$ cat src/rtl/jc_pkg.sv
package jc_pkg;
    localparam int DEF_STAGES = 5;
    localparam int DEF_SYNC   = 2;

    typedef enum logic [1:0] {
        EV_IDLE = 2'b00,
        EV_RISE = 2'b01,
        EV_FALL = 2'b10,
        EV_BOTH = 2'b11
    } cnt_event_e;
endpackage

$ cat src/rtl/jc_sync.sv
module jc_sync #(
    parameter int WIDTH = 2,
    parameter int DEPTH = 2
) (
    input  logic             clk,
    input  logic [WIDTH-1:0] d_i,
    output logic [WIDTH-1:0] q_o
);
    localparam int LAST = DEPTH - 1;

    for (genvar b = 0; b < WIDTH; b++) begin : g_bit
        logic [DEPTH-1:0] chain;
        always_ff @(posedge clk) begin
            chain <= {chain[DEPTH-2:0], d_i[b]};
        end
        assign q_o[b] = chain[LAST];
    end
endmodule

$ cat src/rtl/jc_reset_sync.sv
module jc_reset_sync #(
    parameter int DEPTH = 2
) (
    input  logic clk,
    input  logic arst_i,
    output logic rst_n_o
);
    logic [DEPTH-1:0] stage;

    always_ff @(posedge clk or posedge arst_i) begin
        if (arst_i) stage <= '0;
        else        stage <= {stage[DEPTH-2:0], 1'b1};
    end

    assign rst_n_o = stage[DEPTH-1];
endmodule

$ cat src/rtl/jc_count_qual.sv
module jc_count_qual
    import jc_pkg::*;
(
    input  logic clk,
    input  logic rise_s_i,
    input  logic fall_s_i,
    output logic adv_o
);
    logic       rise_q;
    logic       fall_q;
    cnt_event_e ev;

    // history register
    always_ff @(posedge clk) begin
        rise_q <= rise_s_i;
        fall_q <= fall_s_i;
    end

    // event classification
    always_comb begin
        ev = cnt_event_e'({(fall_q & ~fall_s_i & rise_s_i),
                           (rise_s_i & ~rise_q & ~fall_s_i)});
    end

    // output decision: one advance per clock at most
    always_comb begin
        unique case (ev)
            EV_IDLE: adv_o = 1'b0;
            EV_RISE: adv_o = 1'b1;
            EV_FALL: adv_o = 1'b1;
            EV_BOTH: adv_o = 1'b1;
            default: adv_o = 1'b0;
        endcase
    end
endmodule

$ cat src/rtl/jc_ring_core.sv
module jc_ring_core #(
    parameter int STAGES = 5
) (
    input  logic              clk,
    input  logic              rst_n,
    input  logic              adv_i,
    input  logic              load_i,
    input  logic [STAGES-1:0] seed_i,
    output logic [STAGES-1:0] q_o,
    output logic              legal_o
);
    localparam int TOP = STAGES - 1;

    typedef enum logic [1:0] {
        TR_HOLD    = 2'd0,
        TR_ADVANCE = 2'd1,
        TR_RECOVER = 2'd2,
        TR_LOAD    = 2'd3
    } trans_e;

    logic [STAGES-1:0] q;
    logic [STAGES-1:0] q_nxt;
    trans_e            tr;

    // a code is legal when it has at most one boundary between adjacent bits
    function automatic logic is_legal(input logic [STAGES-1:0] c);
        int changes;
        changes = 0;
        for (int i = 0; i < TOP; i++) begin
            if (c[i] != c[i+1]) changes++;
        end
        return (changes <= 1);
    endfunction

    assign legal_o = is_legal(q);

    always_comb begin
        if (load_i)         tr = TR_LOAD;
        else if (!adv_i)    tr = TR_HOLD;
        else if (!legal_o)  tr = TR_RECOVER;
        else                tr = TR_ADVANCE;
    end

    always_comb begin
        unique case (tr)
            TR_HOLD:    q_nxt = q;
            TR_ADVANCE: q_nxt = {q[TOP-1:0], ~q[TOP]};
            TR_RECOVER: q_nxt = '0;
            TR_LOAD:    q_nxt = seed_i;
            default:    q_nxt = q;
        endcase
    end

    // state register
    always_ff @(posedge clk or negedge rst_n) begin
        if (!rst_n) q <= '0;
        else        q <= q_nxt;
    end

    assign q_o = q;

    AST_HOLD_IDLE: assert property (@(posedge clk) disable iff (!rst_n)
        (!adv_i && !load_i) |=> $stable(q_o));
    AST_COUNT_LANDS_LEGAL: assert property (@(posedge clk) disable iff (!rst_n)
        (adv_i && !load_i) |=> legal_o);
    AST_LOAD_WINS: assert property (@(posedge clk) disable iff (!rst_n)
        load_i |=> (q_o == $past(seed_i)));
endmodule

$ cat src/rtl/jc_decode.sv
module jc_decode #(
    parameter int STAGES = 5
) (
    input  logic [STAGES-1:0]   q_i,
    output logic [2*STAGES-1:0] dec_o,
    output logic                carry_n_o
);
    localparam int TOP = STAGES - 1;

    for (genvar k = 0; k < STAGES; k++) begin : g_pair
        if (k == 0) begin : g_edge
            assign dec_o[0]      = ~q_i[TOP] & ~q_i[0];
            assign dec_o[STAGES] =  q_i[TOP] &  q_i[0];
        end else begin : g_mid
            assign dec_o[k]          =  q_i[k-1] & ~q_i[k];
            assign dec_o[STAGES + k] = ~q_i[k-1] &  q_i[k];
        end
    end

    assign carry_n_o = ~q_i[TOP];
endmodule

$ cat src/rtl/jc_decade_counter.sv
module jc_decade_counter
    import jc_pkg::*;
#(
    parameter int STAGES = DEF_STAGES,
    parameter int SYNC   = DEF_SYNC
) (
    input  logic              clk,
    input  logic              mr_i,
    input  logic              cnt_rise_i,
    input  logic              cnt_fall_i,
    input  logic              seed_load_i,
    input  logic [STAGES-1:0] seed_i,
    output logic [2*STAGES-1:0] dec_o,
    output logic              carry_n_o
);
    localparam int STATES = 2 * STAGES;

    logic              rst_n;
    logic [1:0]        cnt_s;
    logic              adv;
    logic              legal;
    logic [STAGES-1:0] q;

    jc_reset_sync #(.DEPTH(SYNC)) u_rst (
        .clk     (clk),
        .arst_i  (mr_i),
        .rst_n_o (rst_n)
    );

    jc_sync #(.WIDTH(2), .DEPTH(SYNC)) u_sync (
        .clk (clk),
        .d_i ({cnt_fall_i, cnt_rise_i}),
        .q_o (cnt_s)
    );

    jc_count_qual u_qual (
        .clk      (clk),
        .rise_s_i (cnt_s[0]),
        .fall_s_i (cnt_s[1]),
        .adv_o    (adv)
    );

    jc_ring_core #(.STAGES(STAGES)) u_core (
        .clk     (clk),
        .rst_n   (rst_n),
        .adv_i   (adv),
        .load_i  (seed_load_i),
        .seed_i  (seed_i),
        .q_o     (q),
        .legal_o (legal)
    );

    jc_decode #(.STAGES(STAGES)) u_dec (
        .q_i       (q),
        .dec_o     (dec_o),
        .carry_n_o (carry_n_o)
    );

    AST_COUNT_NEEDS_LEVELS: assert property (@(posedge clk) disable iff (!rst_n)
        adv |-> (cnt_s[0] && !cnt_s[1]));
    AST_ONEHOT_LEGAL: assert property (@(posedge clk) disable iff (!rst_n)
        legal |-> $onehot(dec_o));
    AST_CARRY_UPPER: assert property (@(posedge clk) disable iff (!rst_n)
        legal |-> (carry_n_o == ~|dec_o[STATES-1:STAGES]));
endmodule

$ cat config.mk
export PLATFORM = sky130hd
export DESIGN_NAME = jc_decade_counter
export DESIGN_NICKNAME = d
export VERILOG_FILES = /design/src/rtl/jc_pkg.sv /design/src/rtl/jc_sync.sv /design/src/rtl/jc_reset_sync.sv /design/src/rtl/jc_count_qual.sv /design/src/rtl/jc_ring_core.sv /design/src/rtl/jc_decode.sv /design/src/rtl/jc_decade_counter.sv
export SDC_FILE = /design/constraint.sdc
export NUM_CORES = 1
export LEC_CHECK = 0
export BUFFER_PORTS_ARGS = -buffer_cell sky130_fd_sc_hd__buf_2
export CAP_MARGIN = 30
export CORE_UTILIZATION = 47
export DETAILED_ROUTE_END_ITERATION = 6
export GPL_TIMING_DRIVEN = 0
export PLACE_DENSITY = 0.73
export SLEW_MARGIN = 20
export SYNTH_ARGS = -nofsm -noshare
export SYNTH_HDL_FRONTEND = slang
export SYNTH_SLANG_ARGS = --single-unit
$ cat constraint.sdc
create_clock -name clk -period 0.9 [get_ports clk]
set_input_delay 0.09 -clock clk [delete_from_list [all_inputs] [get_ports clk]]
set_output_delay 0.09 -clock clk [all_outputs]
set_load 0.05 [all_outputs]
==> results of run 1 <==
[kinds of logic after synthesis]
| kind of cell | count (synthesis) | synth area share (%) |
|---|---|---|
| flip-flops | 13 | 45.4 |
| other | 1 | 0.576 |
| buffers and inverters | 8 | 4.62 |
| XOR/XNOR | 2 | 3.85 |
| AO/OA/AOI/OAI | 6 | 7.69 |
| AND/OR/NAND/NOR | 17 | 18.7 |
| adder cells (fa/ha/maj) | 10 | 19.2 |
[stage by stage]
stage	setup TNS [ns]	hold slack [ns]	setup slack, ns	utilization [%]	instances
detailed placement	-8.43	-0.0519	-1.45	66.3	92
global placement	-8.02	-0.0619	-1.36	66.3	92
CTS	-10.78	0.00623	-1.44	92.4	110
floorplan	-7.89	-0.169	-1.24	-	57
[cells in the mapped netlist (2+ instances only)]
cell type / n
nor2_1: 2
nand2_1: 5
nand2b_1: 2
o221ai_1: 5
dfrtp_1: 7
dfxtp_1: 6
ha_1: 10
inv_1: 8
[repair_timing]
item | CTS
hold endpoints to repair | 4
pin swaps | 9
buffers inserted | 11
endpoints found under the setup margin | 16
hold buffers | 3
gates resized for setup | 56
==> key figures, run 1 <==
Status
  – Status: aborted with a tool error
  – Halt Stage: global routing
  – Tool Error: [ERROR DPL-0038] Utilization greater than 100%, impossible to legalize

Synthesis
  – Synth area leader: dfrtp_1
  – Async SR Flop Fraction: 53.8%
  – Mapped Area: 651 um^2
  – Register area share after synthesis: 45.4%
  – Synthesized instance count: 57
  – Post-synth EDFFs: 0
  – Post-synth cell types: 20
  – Synth Area per Inst: 11.4 um^2
  – Yosys top cell area share: 26.9%
  – Seq cells post-synth: 13
  – Net Count, Synth: 77
  – Largest cells by area after synthesis: dfrtp_1 (27%), ha_1 (19%), dfxtp_1 (18%)
  – Top_reg_cell synth: dfrtp_1
  – Synth warn: 0

Clock network
  – H-tree levels: 1
  – Number of CTS-inserted buffers: 3
  – Clock Path Buffers: 2
  – Sink Count: 13
  – Clock root buffer: clkbuf_4

Global routing
  – Largest net degree at the start of global routing: 8

Floorplanning
  – Die H: between 30 and 40 um
  – Row cnt: 13
  – Initial Util: 50.0%
  – Ports: 21
  – Die Wd: 39.2 um

STA
  – WEP type: register input
  – Critical endpoint after global-route timing repair: u_core.q_o[1]$_DFFE_PN0P_/D

Place
  – Area of placed instances: 863 um^2
  – Post-DP HPWL: 1050 um
  – I/O Buffers: 20
  – Placer congestion estimate: 0.711
==> run 2: changes to the inputs <==
- CORE_AREA: unset -> 2 2 63 65
- CORE_UTILIZATION: 47 -> unset
- DIE_AREA: unset -> 0 0 65 67
- PLACE_DENSITY: 0.73 -> unset
- PLACE_DENSITY_LB_ADDON: unset -> 0.15
==> key figures, run 2 <==
Synthesis
  – Seq cells post-synth: 13 (unchanged)
  – Synthesized instance count: 57 (unchanged)
  – Async SR Flop Fraction: 53.8% (unchanged)
  – Net Count, Synth: 77 (unchanged)
  – Synth Area per Inst: 11.4 um^2 (unchanged)
  – Top_reg_cell synth: dfrtp_1
  – Synth warn: 0 (unchanged)
  – Register area share after synthesis: 45.4% (unchanged)
  – Synth area leader: dfrtp_1
  – Post-synth EDFFs: 0 (unchanged)
  – Top-count cell post-synth: ha_1
  – Mapped Area: 651 um^2 (unchanged)
  – Post-synth cell types: 20 (unchanged)
  – Top post-synthesis cells by count: ha_1 (10), inv_1 (8), dfrtp_1 (7)
  – Largest cells by area after synthesis: dfrtp_1 (27%), ha_1 (19%), dfxtp_1 (18%)
  – Yosys top cell area share: 26.9% (unchanged)

Route
  – Residual DRC: 0
  – Vias: 561
  – DR pass1 iterations: 5
  – Met3 WL: 97 um
  – DRT iter0 DRCs: 17
  – Antenna-violating nets left: 0
  – Top Metal Used: met4
  – WL met1: 584 um
  – Routed length per placed instance: about 10 um
  – Post-Route WL: 1520 um
  – Met2 wire len: approximately 830 um
  – Via density per instance: slightly below 4

Hold path
  – Hold depth: 3
  – Min-delay src: seed_i[0]
  – Min-delay worst type: primary input to flip-flop

Setup path
  – Critical path's largest stage delay: 0.42 ns
  – Worst EP arrival: 2.41 ns
  – Critical Path Source Type: flip-flop
  – Worst Path Max Fanout: 5
  – Critical Path, Cell by Cell: inv_2, ha_4, inv_2, ha_4, xnor2_4, ha_4, and2b_1, a31oi_4, nand4b_4, o221ai_2
  – Buffers plus inverters on the worst setup path: 2
  – Reg2reg path depth: 10
  – Worst path depth: 10
  – Critical path endpoint category: flip-flop
  – Crit path launch: u_core.q_o[1]
  – Worst R2R Start: u_core.q_o[1]
  – Top delay family on crit path: adder cells
  – CP most frequent cell: ha_4
  – Worst path slowest cell: dfrtp_1
  – Worst EP required: 1.06 ns
  – Crit path kind: flip-flop to flip-flop

Pwr
  – Total chip power: 2.79 mW
  – Pint: 1.76 mW
  – Worst vdd ir: 936 uV
  – Switching power total: 1.03 mW
  – Sequential power share: 24.5%
  – Power Density: 2120 nW/um^2
  – Clock power share: 18.4%
  – Combinational share of power: 57.1%
  – Switching fraction of total power: 36.9%
  – Pleak: 0.582 nW

Floorplanning
  – Die H: 67 um (+71%)
  – DIE AREA: 4360 um^2
  – Initial Util: 18.0% (-32 points)
  – Die Wd: 65 um (+66%)
  – Row cnt: 22 (+9)
  – Ports: 21 (unchanged)
  – CORE AREA: 3610 um^2

Global routing
  – Grt total ovfl: 0
  – Vias in the first global route: 599
  – Gr usage total: just under 8%
  – First-pass GRT wire length: 2530 um
  – Largest net degree at the start of global routing: 9
  – Initial antenna violation count: 0

Clock network
  – Clock Path Buffers: 2 (unchanged)
  – Sink Count: 13 (unchanged)
  – H-tree levels: 1 (unchanged)
  – CTS tree: done
  – Clock root buffer: clkbuf_8
  – Worst-path clk slew: approximately 0.060 ns
  – Worst skew pair latency: 0.24 ns
  – Number of CTS-inserted buffers: 3 (unchanged)

Status
  – Status: complete, but fails checks
  – Failing checks: setup timing

STA
  – Period utilization: 250%
  – Min Tclk post-route: ~2.2 ns
  – Max Freq: 0.445 GHz
  – Max Slew Vio Count: 0
  – Unrepaired setup endpoints after global routing: yes
  – Final Hold Vio Count: 0
  – Final setup fails: 16
  – Final worst setup slack: -1.35 ns
  – TNS Setup: -10.04 ns
  – Worst Skew: 0.00368 ns

Place
  – Post-DP HPWL: 1050 um (+0.31%)
  – Area of placed instances: 905 um^2 (+4.8%)
  – Placer congestion estimate: 0.724 (+1.8%)
  – I/O Buffers: 20 (unchanged)

Final layout
  – Design area: 1320 um^2
  – Share of layout cells above drive strength 1: 71.4%
  – Ant. Diodes: 0
  – Final nets: 119
  – Commonest non-fill, non-tap cells in the layout: buf_6 (10), ha_4 (9), buf_2 (9)
  – Max reg flops: 5
  – Layout area overhead: 102%
  – Final Util: 36.5%
  – Most common cell after layout, fill and taps aside: buf_6
  – # fillers: 367

Job
  – Max-cap violations: 0
## run 2: path summary, 6_finish.rpt
| kind | endpoint | slack [ns] |
|---|---|---|
| setup / recovery | u_core.q_o[4] | -1.35 |
| max in group asynchronous | u_rst.stage[0] | 0.55 |
| min in group asynchronous | u_core.q_o[4] | 0.08 |
| hold reg to reg | u_core.q_o[4] | 0.08 |
| setup reg to reg | u_core.q_o[4] | -1.35 |
| hold / removal | u_core.q_o[0] | 0.06 |
## run 2: power groups by stage
| stage | Sequential, mW | Clock [mW] | Combinational, mW |
|---|---|---|---|
| global placement | 0.690 | 0 | 1.01 |
| global route | 0.690 | 0.563 | 1.71 |
| CTS | 0.677 | 0.536 | 1.50 |
| finish | 0.683 | 0.514 | 1.59 |
| floorplan | 0.680 | 0 | 0.907 |
| detailed placement | 0.691 | 0 | 1.03 |
## run 2: layout make-up
cell class              instances  area (um^2)  area share (%)
well taps                      48         60.1            4.57
multi-input cells              36          524            39.9
inverters                       8         35.0            2.66
clock inverters                 1         5.00           0.381
clock buffers                   3         41.3            3.14
repair buffers                 37          353            26.8
flip-flops and latches         13          297            22.5
## run 2: worst register-to-register path, cell delays in order, from the launching register on
cell and delay [ns]:
dfrtp_1 0.42, inv_2 0.08, ha_4 0.27, inv_2 0.04, ha_4 0.28, xnor2_4 0.12
ha_4 0.22, and2b_1 0.18, a31oi_4 0.17, nand4b_4 0.18, o221ai_2 0.22
## run 2: cells by family (layout without fill, tap and decap cells)
group	count (synthesis)	in the layout	share of synthesized area, %
flops	13	13	45.4
compound gates	6	6	7.69
xor+xnor	2	2	3.85
fa+ha+maj	10	10	19.2
buf+inv	8	49	4.62
other cells	1	1	0.576
simple gates	17	17	18.7
## run 2: stage by stage
stage,cells,hold slack [ns],worst slack (ns)
floorplan,57,-0.169,-1.24
global placement,125,-0.0598,-1.43
detailed placement,125,-0.0540,-1.48
CTS,142,0.0521,-1.35
global route,146,0.0524,-1.44
finish,146,0.0583,-1.35
## run 2: timing repair
item / in CTS / in global routing
buffers inserted: 10 / 5
hold buffers: 3 / 0
resized for setup: 44 / 14
hold endpoints to repair: 4 / 0
pin swaps: 4 / 4
endpoints found under the setup margin: 16 / 16
## run 2: metal layers
metal  vias to the layer above  GRT usage, %
met5                         -             0
met4                         0          1.60
met3                         2          3.72
met2                        19          14.6
met1                       266          8.10
li1                        274             -
Note: power is estimated with default switching activity, not from simulation.
